`src/rtl/mcl_pkg.sv`:
```
package mcl_pkg;

  localparam int STW       = 64;
  localparam int B_VAL     = 63;
  localparam int B_OVER    = 62;
  localparam int B_UC      = 61;
  localparam int B_AR      = 55;
  localparam int G_INPROG  = 2;

  typedef enum logic [2:0] {
    ACT_NONE,
    ACT_DROP,
    ACT_RESET,
    ACT_LOG_UC,
    ACT_LOG_CE,
    ACT_MARK_OVER
  } act_e;

  // Decision for a request that already passed the range and valid screen.
  function automatic act_e mcl_decide(
    input logic [STW-1:0] st,
    input logic           uncond,
    input logic           inprog,
    input logic           gctl_ok,
    input logic           bctl_ok,
    input logic           mce_en,
    input logic [STW-1:0] old_st
  );
    act_e a;
    if (inprog && !st[B_AR] && !uncond)           a = ACT_DROP;
    else if (st[B_UC]) begin
      if (!gctl_ok || !bctl_ok)                   a = ACT_DROP;
      else if (!mce_en || inprog)                 a = ACT_RESET;
      else                                        a = ACT_LOG_UC;
    end
    else if (!old_st[B_VAL] || !old_st[B_UC])     a = ACT_LOG_CE;
    else                                          a = ACT_MARK_OVER;
    return a;
  endfunction

  // New status with the overflow flag folded in when the slot was occupied.
  function automatic logic [STW-1:0] mcl_fold_over(
    input logic [STW-1:0] new_st,
    input logic [STW-1:0] old_st
  );
    logic [STW-1:0] r;
    r = new_st;
    if (old_st[B_VAL]) r[B_OVER] = 1'b1;
    return r;
  endfunction

endpackage

```
`src/rtl/mcl_screen.sv`:
```
module mcl_screen
  import mcl_pkg::*;
#(
  parameter int N_BANKS = 4
) (
  input  logic           req_valid,
  input  logic [7:0]     req_bank,
  input  logic           req_uncond,
  input  logic [STW-1:0] req_status,
  input  logic [7:0]     cap_banks,
  input  logic           cap_gctl_present,
  input  logic           mce_en,
  input  logic [STW-1:0] gctl_q,
  input  logic [STW-1:0] gstat_q,
  input  logic [STW-1:0] bank_ctl,
  input  logic [STW-1:0] bank_st,
  output act_e           act
);

  localparam logic [8:0] BUILT = 9'(N_BANKS);

  logic in_range;
  logic gctl_ok;
  logic bctl_ok;

  assign in_range = (cap_banks != 8'd0) && (req_bank < cap_banks) &&
                    ({1'b0, req_bank} < BUILT);
  assign gctl_ok  = !cap_gctl_present || (&gctl_q);
  assign bctl_ok  = &bank_ctl;

  always_comb begin
    if (!req_valid)                            act = ACT_NONE;
    else if (!in_range || !req_status[B_VAL])  act = ACT_DROP;
    else act = mcl_decide(req_status, req_uncond, gstat_q[G_INPROG],
                          gctl_ok, bctl_ok, mce_en, bank_st);
  end

endmodule

```
`src/rtl/mcl_bank.sv`:
```
module mcl_bank
  import mcl_pkg::*;
(
  input  logic           clk,
  input  logic           rst_n,
  input  logic           ctl_we,
  input  logic [STW-1:0] ctl_wdata,
  input  logic           log_we,
  input  logic [STW-1:0] log_status,
  input  logic [STW-1:0] log_addr,
  input  logic [STW-1:0] log_misc,
  input  logic           over_we,
  output logic [STW-1:0] ctl,
  output logic [STW-1:0] status,
  output logic [STW-1:0] addr,
  output logic [STW-1:0] misc
);

  always_ff @(posedge clk) begin
    if (!rst_n) begin
      ctl    <= '1;
      status <= '0;
      addr   <= '0;
      misc   <= '0;
    end else begin
      if (ctl_we) ctl <= ctl_wdata;
      if (log_we) begin
        status <= log_status;
        addr   <= log_addr;
        misc   <= log_misc;
      end else if (over_we) begin
        status[B_OVER] <= 1'b1;
      end
    end
  end

  // a bank not addressed by a log or overflow update keeps its contents
  p_bank_hold_r2: assert property (@(posedge clk) disable iff (!rst_n)
    !log_we && !over_we |=> $stable(status) && $stable(addr) && $stable(misc));

  // an overflow-only update touches nothing but the overflow flag
  p_over_only_r9: assert property (@(posedge clk) disable iff (!rst_n)
    over_we && !log_we |=> status[B_OVER] && $stable(addr) && $stable(misc) &&
      (status[B_OVER-1:0] == $past(status[B_OVER-1:0])) &&
      (status[STW-1:B_OVER+1] == $past(status[STW-1:B_OVER+1])));

  // anything logged into a bank is a valid entry
  p_log_valid_r6: assert property (@(posedge clk) disable iff (!rst_n)
    log_we && log_status[B_VAL] |=> status[B_VAL]);

endmodule

```
`src/rtl/mcl_logger.sv`:
```
module mcl_logger
  import mcl_pkg::*;
#(
  parameter int N_BANKS = 4
) (
  input  logic           clk,
  input  logic           rst_n,
  input  logic [7:0]     cap_banks,
  input  logic           cap_gctl_present,
  input  logic           mce_en,
  input  logic           ctl_we,
  input  logic           ctl_global,
  input  logic [7:0]     ctl_idx,
  input  logic [63:0]    ctl_wdata,
  input  logic           req_valid,
  input  logic [7:0]     req_bank,
  input  logic           req_uncond,
  input  logic [63:0]    req_status,
  input  logic [63:0]    req_gstatus,
  input  logic [63:0]    req_addr,
  input  logic [63:0]    req_misc,
  input  logic [7:0]     rd_sel,
  output logic [63:0]    rd_ctl,
  output logic [63:0]    rd_status,
  output logic [63:0]    rd_addr,
  output logic [63:0]    rd_misc,
  output logic [63:0]    gstat,
  output logic [63:0]    gctl,
  output logic           mce_irq,
  output logic           reset_req,
  output logic           req_drop
);

  logic [STW-1:0] bk_ctl  [N_BANKS];
  logic [STW-1:0] bk_st   [N_BANKS];
  logic [STW-1:0] bk_addr [N_BANKS];
  logic [STW-1:0] bk_misc [N_BANKS];

  logic [STW-1:0] sel_ctl;
  logic [STW-1:0] sel_st;
  logic [STW-1:0] fold_st;
  logic [STW-1:0] gstat_q;
  logic [STW-1:0] gctl_q;
  logic           irq_q, rst_q, drop_q;
  logic           do_log, do_over;
  act_e           act;

  // Addressed bank for the request.
  always_comb begin
    sel_ctl = '1;
    sel_st  = '0;
    for (int b = 0; b < N_BANKS; b++) begin
      if (req_bank == 8'(b)) begin
        sel_ctl = bk_ctl[b];
        sel_st  = bk_st[b];
      end
    end
  end

  mcl_screen #(.N_BANKS(N_BANKS)) u_screen (
    .req_valid        (req_valid),
    .req_bank         (req_bank),
    .req_uncond       (req_uncond),
    .req_status       (req_status),
    .cap_banks        (cap_banks),
    .cap_gctl_present (cap_gctl_present),
    .mce_en           (mce_en),
    .gctl_q           (gctl_q),
    .gstat_q          (gstat_q),
    .bank_ctl         (sel_ctl),
    .bank_st          (sel_st),
    .act              (act)
  );

  assign do_log  = (act == ACT_LOG_UC) || (act == ACT_LOG_CE);
  assign do_over = (act == ACT_MARK_OVER);
  assign fold_st = mcl_fold_over(req_status, sel_st);

  for (genvar g = 0; g < N_BANKS; g++) begin : g_bank
    logic hit;
    assign hit = (req_bank == 8'(g));
    mcl_bank u_bank (
      .clk        (clk),
      .rst_n      (rst_n),
      .ctl_we     (ctl_we && !ctl_global && (ctl_idx == 8'(g))),
      .ctl_wdata  (ctl_wdata),
      .log_we     (do_log && hit),
      .log_status (fold_st),
      .log_addr   (req_addr),
      .log_misc   (req_misc),
      .over_we    (do_over && hit),
      .ctl        (bk_ctl[g]),
      .status     (bk_st[g]),
      .addr       (bk_addr[g]),
      .misc       (bk_misc[g])
    );
  end

  always_ff @(posedge clk) begin
    if (!rst_n) begin
      gstat_q <= '0;
      gctl_q  <= '1;
      irq_q   <= 1'b0;
      rst_q   <= 1'b0;
      drop_q  <= 1'b0;
    end else begin
      if (ctl_we && ctl_global) gctl_q <= ctl_wdata;
      if (act == ACT_LOG_UC)    gstat_q <= req_gstatus;
      irq_q  <= (act == ACT_LOG_UC);
      rst_q  <= (act == ACT_RESET);
      drop_q <= (act == ACT_DROP);
    end
  end

  // Readback; an index beyond the built banks reads as zero.
  always_comb begin
    rd_ctl    = '0;
    rd_status = '0;
    rd_addr   = '0;
    rd_misc   = '0;
    for (int b = 0; b < N_BANKS; b++) begin
      if (rd_sel == 8'(b)) begin
        rd_ctl    = bk_ctl[b];
        rd_status = bk_st[b];
        rd_addr   = bk_addr[b];
        rd_misc   = bk_misc[b];
      end
    end
  end

  assign gstat     = gstat_q;
  assign gctl      = gctl_q;
  assign mce_irq   = irq_q;
  assign reset_req = rst_q;
  assign req_drop  = drop_q;

  // one outcome per request at most
  p_one_outcome_r10: assert property (@(posedge clk) disable iff (!rst_n)
    $onehot0({mce_irq, reset_req, req_drop}));

  // an uncorrected log raises the interrupt and captures global status
  p_uc_log_irq_r6: assert property (@(posedge clk) disable iff (!rst_n)
    act == ACT_LOG_UC |=> mce_irq && (gstat == $past(req_gstatus)));

  // escalation leaves the global status alone
  p_escalate_r5: assert property (@(posedge clk) disable iff (!rst_n)
    act == ACT_RESET |=> reset_req && $stable(gstat));

  // corrected handling never touches global status or raises a pulse
  p_ce_quiet_r8: assert property (@(posedge clk) disable iff (!rst_n)
    (act == ACT_LOG_CE || act == ACT_MARK_OVER) |=>
      !mce_irq && !reset_req && !req_drop && $stable(gstat));

endmodule

```
`config.mk`:
```
export PLATFORM = sky130hd
export DESIGN_NAME = mcl_logger
export DESIGN_NICKNAME = d
export VERILOG_FILES = /design/src/rtl/mcl_pkg.sv /design/src/rtl/mcl_screen.sv /design/src/rtl/mcl_bank.sv /design/src/rtl/mcl_logger.sv
export SDC_FILE = /design/constraint.sdc
export NUM_CORES = 2
export LEC_CHECK = 0
export CORE_ASPECT_RATIO = 0.5
export CORE_UTILIZATION = 60
export CTS_CLUSTER_DIAMETER = 80
export DETAILED_ROUTE_END_ITERATION = 12
export DONT_BUFFER_PORTS = 1
export GPL_ROUTABILITY_DRIVEN = 1
export GPL_TIMING_DRIVEN = 1
export PLACE_DENSITY = 0.76
export SKIP_CTS_REPAIR_TIMING = 1
export SYNTH_ARGS = -nofsm -noshare
export SYNTH_HDL_FRONTEND = slang
export SYNTH_SLANG_ARGS = --single-unit
```
`constraint.sdc`:
```
create_clock -name clk -period 3.45 [get_ports clk]
set_input_delay 0.5175 -clock clk [delete_from_list [all_inputs] [get_ports clk]]
set_output_delay 0.5175 -clock clk [all_outputs]
set_load 0.01 [all_outputs]
```
==> metrics <==
final slew viol count=1,211; synth top area cells=dfxtp_1 46%, mux2i_1 16%, nand2_1 13%; Initial Util=61.1%; Period minus WS final=3.31 ns; Sw Ratio=22.1%; Cell variety after synth=47; port bufs=0; CTS Buf Count=97; Root Buffer=clkbuf_16; run status=finished with violations; Psw=5.68 mW; largest family of logic cells by synthesized area=multiplexers; final net count=5,456; syn avg cell area=9.65 sq um; initial antenna violation count=30; H-tree depth=3; num rows=74; cell with the largest stage delay on the worst path=nor4_1; Slew HR=-116%; simple-gate share of the synthesized area=21.4%; crit-path cells=nand4_1 -> nor4_1 -> a21oi_1 -> nor4_1 -> nand3_1 -> buf_4 -> o41ai_4 -> buf_12 -> buf_12 -> mux2i_1; die area=0.0850 sq mm; fill cell count=6,159; Post-DP HPWL=89.7 mm; most frequent cells in the layout=1,728 x nand2_1, 1,155 x dfxtp_1, 824 x mux2i_1; first-pass GRT wire length=214 mm; Total GRT Usage=31.9%; CTS tree=done; Cells after Synth=5,210; Mapped Nets=5,577; setup ws final=0.137 ns; via count=38,900; Leak=25.2 nW; Synth Area in XOR/XNOR=0%; Ports=747; Post-Place Cells=5,975; area delta synth->final=10.4%; Syn. warnings=0; asr flop ratio synth=0%; area leader, netlist=dfxtp_1; Worst Setup Start Kind=register; Worst Skew=0.0272 ns; pwr dens=463 mW/mm^2; post-synthesis compound-gate area fraction=0.617%; clock latency on the worst-skew pair=0.70 ns; worst path required time=4.05 ns; Comb power frac=3.2%; mux share of post-synthesis cell area=27.9%; setup slack at placement=0.200 ns; Post-synth top flop=dfxtp_1; Setup TNS=0 ns; Hold Fails Final Rpt=0; final setup fails=0; Die Ht=207 um; largest net degree at the start of global routing=1,414; mapped cell area=0.0503 sq mm; Worst setup EP type=register; detailed router's first-iteration violation count=3,981; vias per cell=6.19; Final period util=96.0%; drt pass-1 iters=6; DR WL/cell=22.8 um; CP Data Arrival Time=3.91 ns; crit-path leading delay family=simple AND/OR/NAND/NOR gates; post-synthesis adder-cell area fraction=0.174%; flops & latches, synth=1,155; slowest cell delay on critical path=0.71 ns; GPL Wtd Cong=0.900; Post-synth EDFFs=0; Seq/Total Area, Yosys=46.0%; ANT nets after route=0; gr ovfl total=0; clk sinks=1,155; worst hold path class=in -> reg; worst vdd rail ir drop=403 uV; final WL=144 mm; max-cap violations=0; Yosys top cell area share=46.0%; die width=411 um; clock buffer depth=3; core area=0.0823 sq mm; clock power share=44.3%; non-filler cells, final=6,296; layout cell share with drive strength beyond 1=10.3%; RSZ-0062 raised after global routing=no; fmax=302 MHz; vias in the first global route=37,400; CP max FO=32; Buf/Inv on CP=3; DR DRC count=0; Crit Path Category=reg -> reg; failing checks=max-slew violations; Flop pwr share=52.4%; cell internal pwr=20.0 mW; Worst Tran Pin Value=3.25 ns; commonest non-fill, non-tap cell in the layout=nand2_1; Worst-path clk slew=0.07 ns
cells in the mapped netlist (5+ instances only):
cell type  instances
buf_1             30
nor2_1            12
inv_1             10
buf_4             24
nand4_1           83
dfxtp_1         1155
buf_2             52
o21ai_0            5
clkbuf_1         310
buf_6             18
a21oi_1            5
nor4_1            27
and2_1             9
nand3_1          335
mux2i_1          824
nand2_1         1730
ha_1               7
nor3_1            11
mux4_2           257
and3_1           260
state kept, by name, indices dropped and copies added (netlist names):
| register | flops |
|---|---|
| reset_req | 1 |
| gctl | 64 |
| g_bank.u_bank.status | 256 |
| req_drop | 1 |
| g_bank.u_bank.misc | 256 |
| g_bank.u_bank.addr | 256 |
| gstat | 64 |
| mce_irq | 1 |
| g_bank.u_bank.ctl | 256 |
final cells by class:
class | count | area, sq um | share of cell area, %
clock buffers | 137 | 2790 | 5.03
well taps | 1102 | 1380 | 2.49
flip-flops and latches | 1155 | 23100 | 41.7
clock inverters | 36 | 433 | 0.780
inverters | 12 | 45.0 | 0.0812
diodes | 31 | 77.6 | 0.140
multi-input cells | 3609 | 25300 | 45.5
repair buffers | 214 | 2370 | 4.28
cell families (layout without fill, tap and decap cells):
kind of cell | Yosys count | in the layout
other | 0 | 31
adder cells (fa/ha/maj) | 7 | 7
flip-flops | 1155 | 1155
AO/OA/AOI/OAI | 41 | 41
multiplexers | 1082 | 1082
buffers and inverters | 446 | 399
AND/OR/NAND/NOR | 2479 | 2479
per-layer routing:
metal  global-route usage, %  wire length [um]  vias up
li1                        -                 -    17800
met1                    38.4             55400    19100
met2                    52.6             69500     1649
met3                    7.36             10700      416
met4                    18.7              8100        8
met5                   0.945               152        -
worst register-to-register path: stages (launching register included):
cell and delay [ns]:
dfxtp_1 0.41, nand4_1 0.16, nor4_1 0.71, a21oi_1 0.16, nor4_1 0.31, nand3_1 0.13
buf_4 0.20, o41ai_4 0.27, buf_12 0.27, buf_12 0.32, mux2i_1 0.29
metrics by stage:
stage / total power, mW / area [sq um] / util, % / hold WS [ns]
2_1_floorplan: 14.5 / 50300 / - / 0.432
3_3_place_gp: 14.4 / 51000 / 62.0 / 0.438
3_5_place_dp: 14.4 / 51000 / 62.0 / 0.444
4_1_cts: 25.6 / 54200 / 65.9 / -0.102
5_1_grt: 26.4 / 55500 / 67.4 / 0.00388
6_report: 25.7 / 55500 / 67.4 / 0.0228
power groups by stage:
stage / combinational, mW / clock (mW) / sequential (mW)
after floorplan: 0.803 / 0 / 13.7
after global placement: 0.602 / 0 / 13.8
after detailed placement: 0.623 / 0 / 13.8
after CTS: 0.626 / 11.5 / 13.5
after global routing: 0.872 / 12.0 / 13.5
final: 0.835 / 11.4 / 13.5
path summary, 6_finish.rpt:
path                                   from                         to  slack, ns  cells after the start
setup / recovery   g_bank[2].u_bank.ctl[46]  g_bank[2].u_bank.misc[22]       0.14                     10
hold / removal               req_gstatus[9]                   gstat[9]       0.02                      2
setup reg to reg   g_bank[2].u_bank.ctl[46]  g_bank[2].u_bank.misc[22]       0.14                     10
hold reg to reg   g_bank[2].u_bank.addr[44]  g_bank[2].u_bank.addr[44]       0.46                      2
Note: power is estimated with default switching activity, not from simulation.
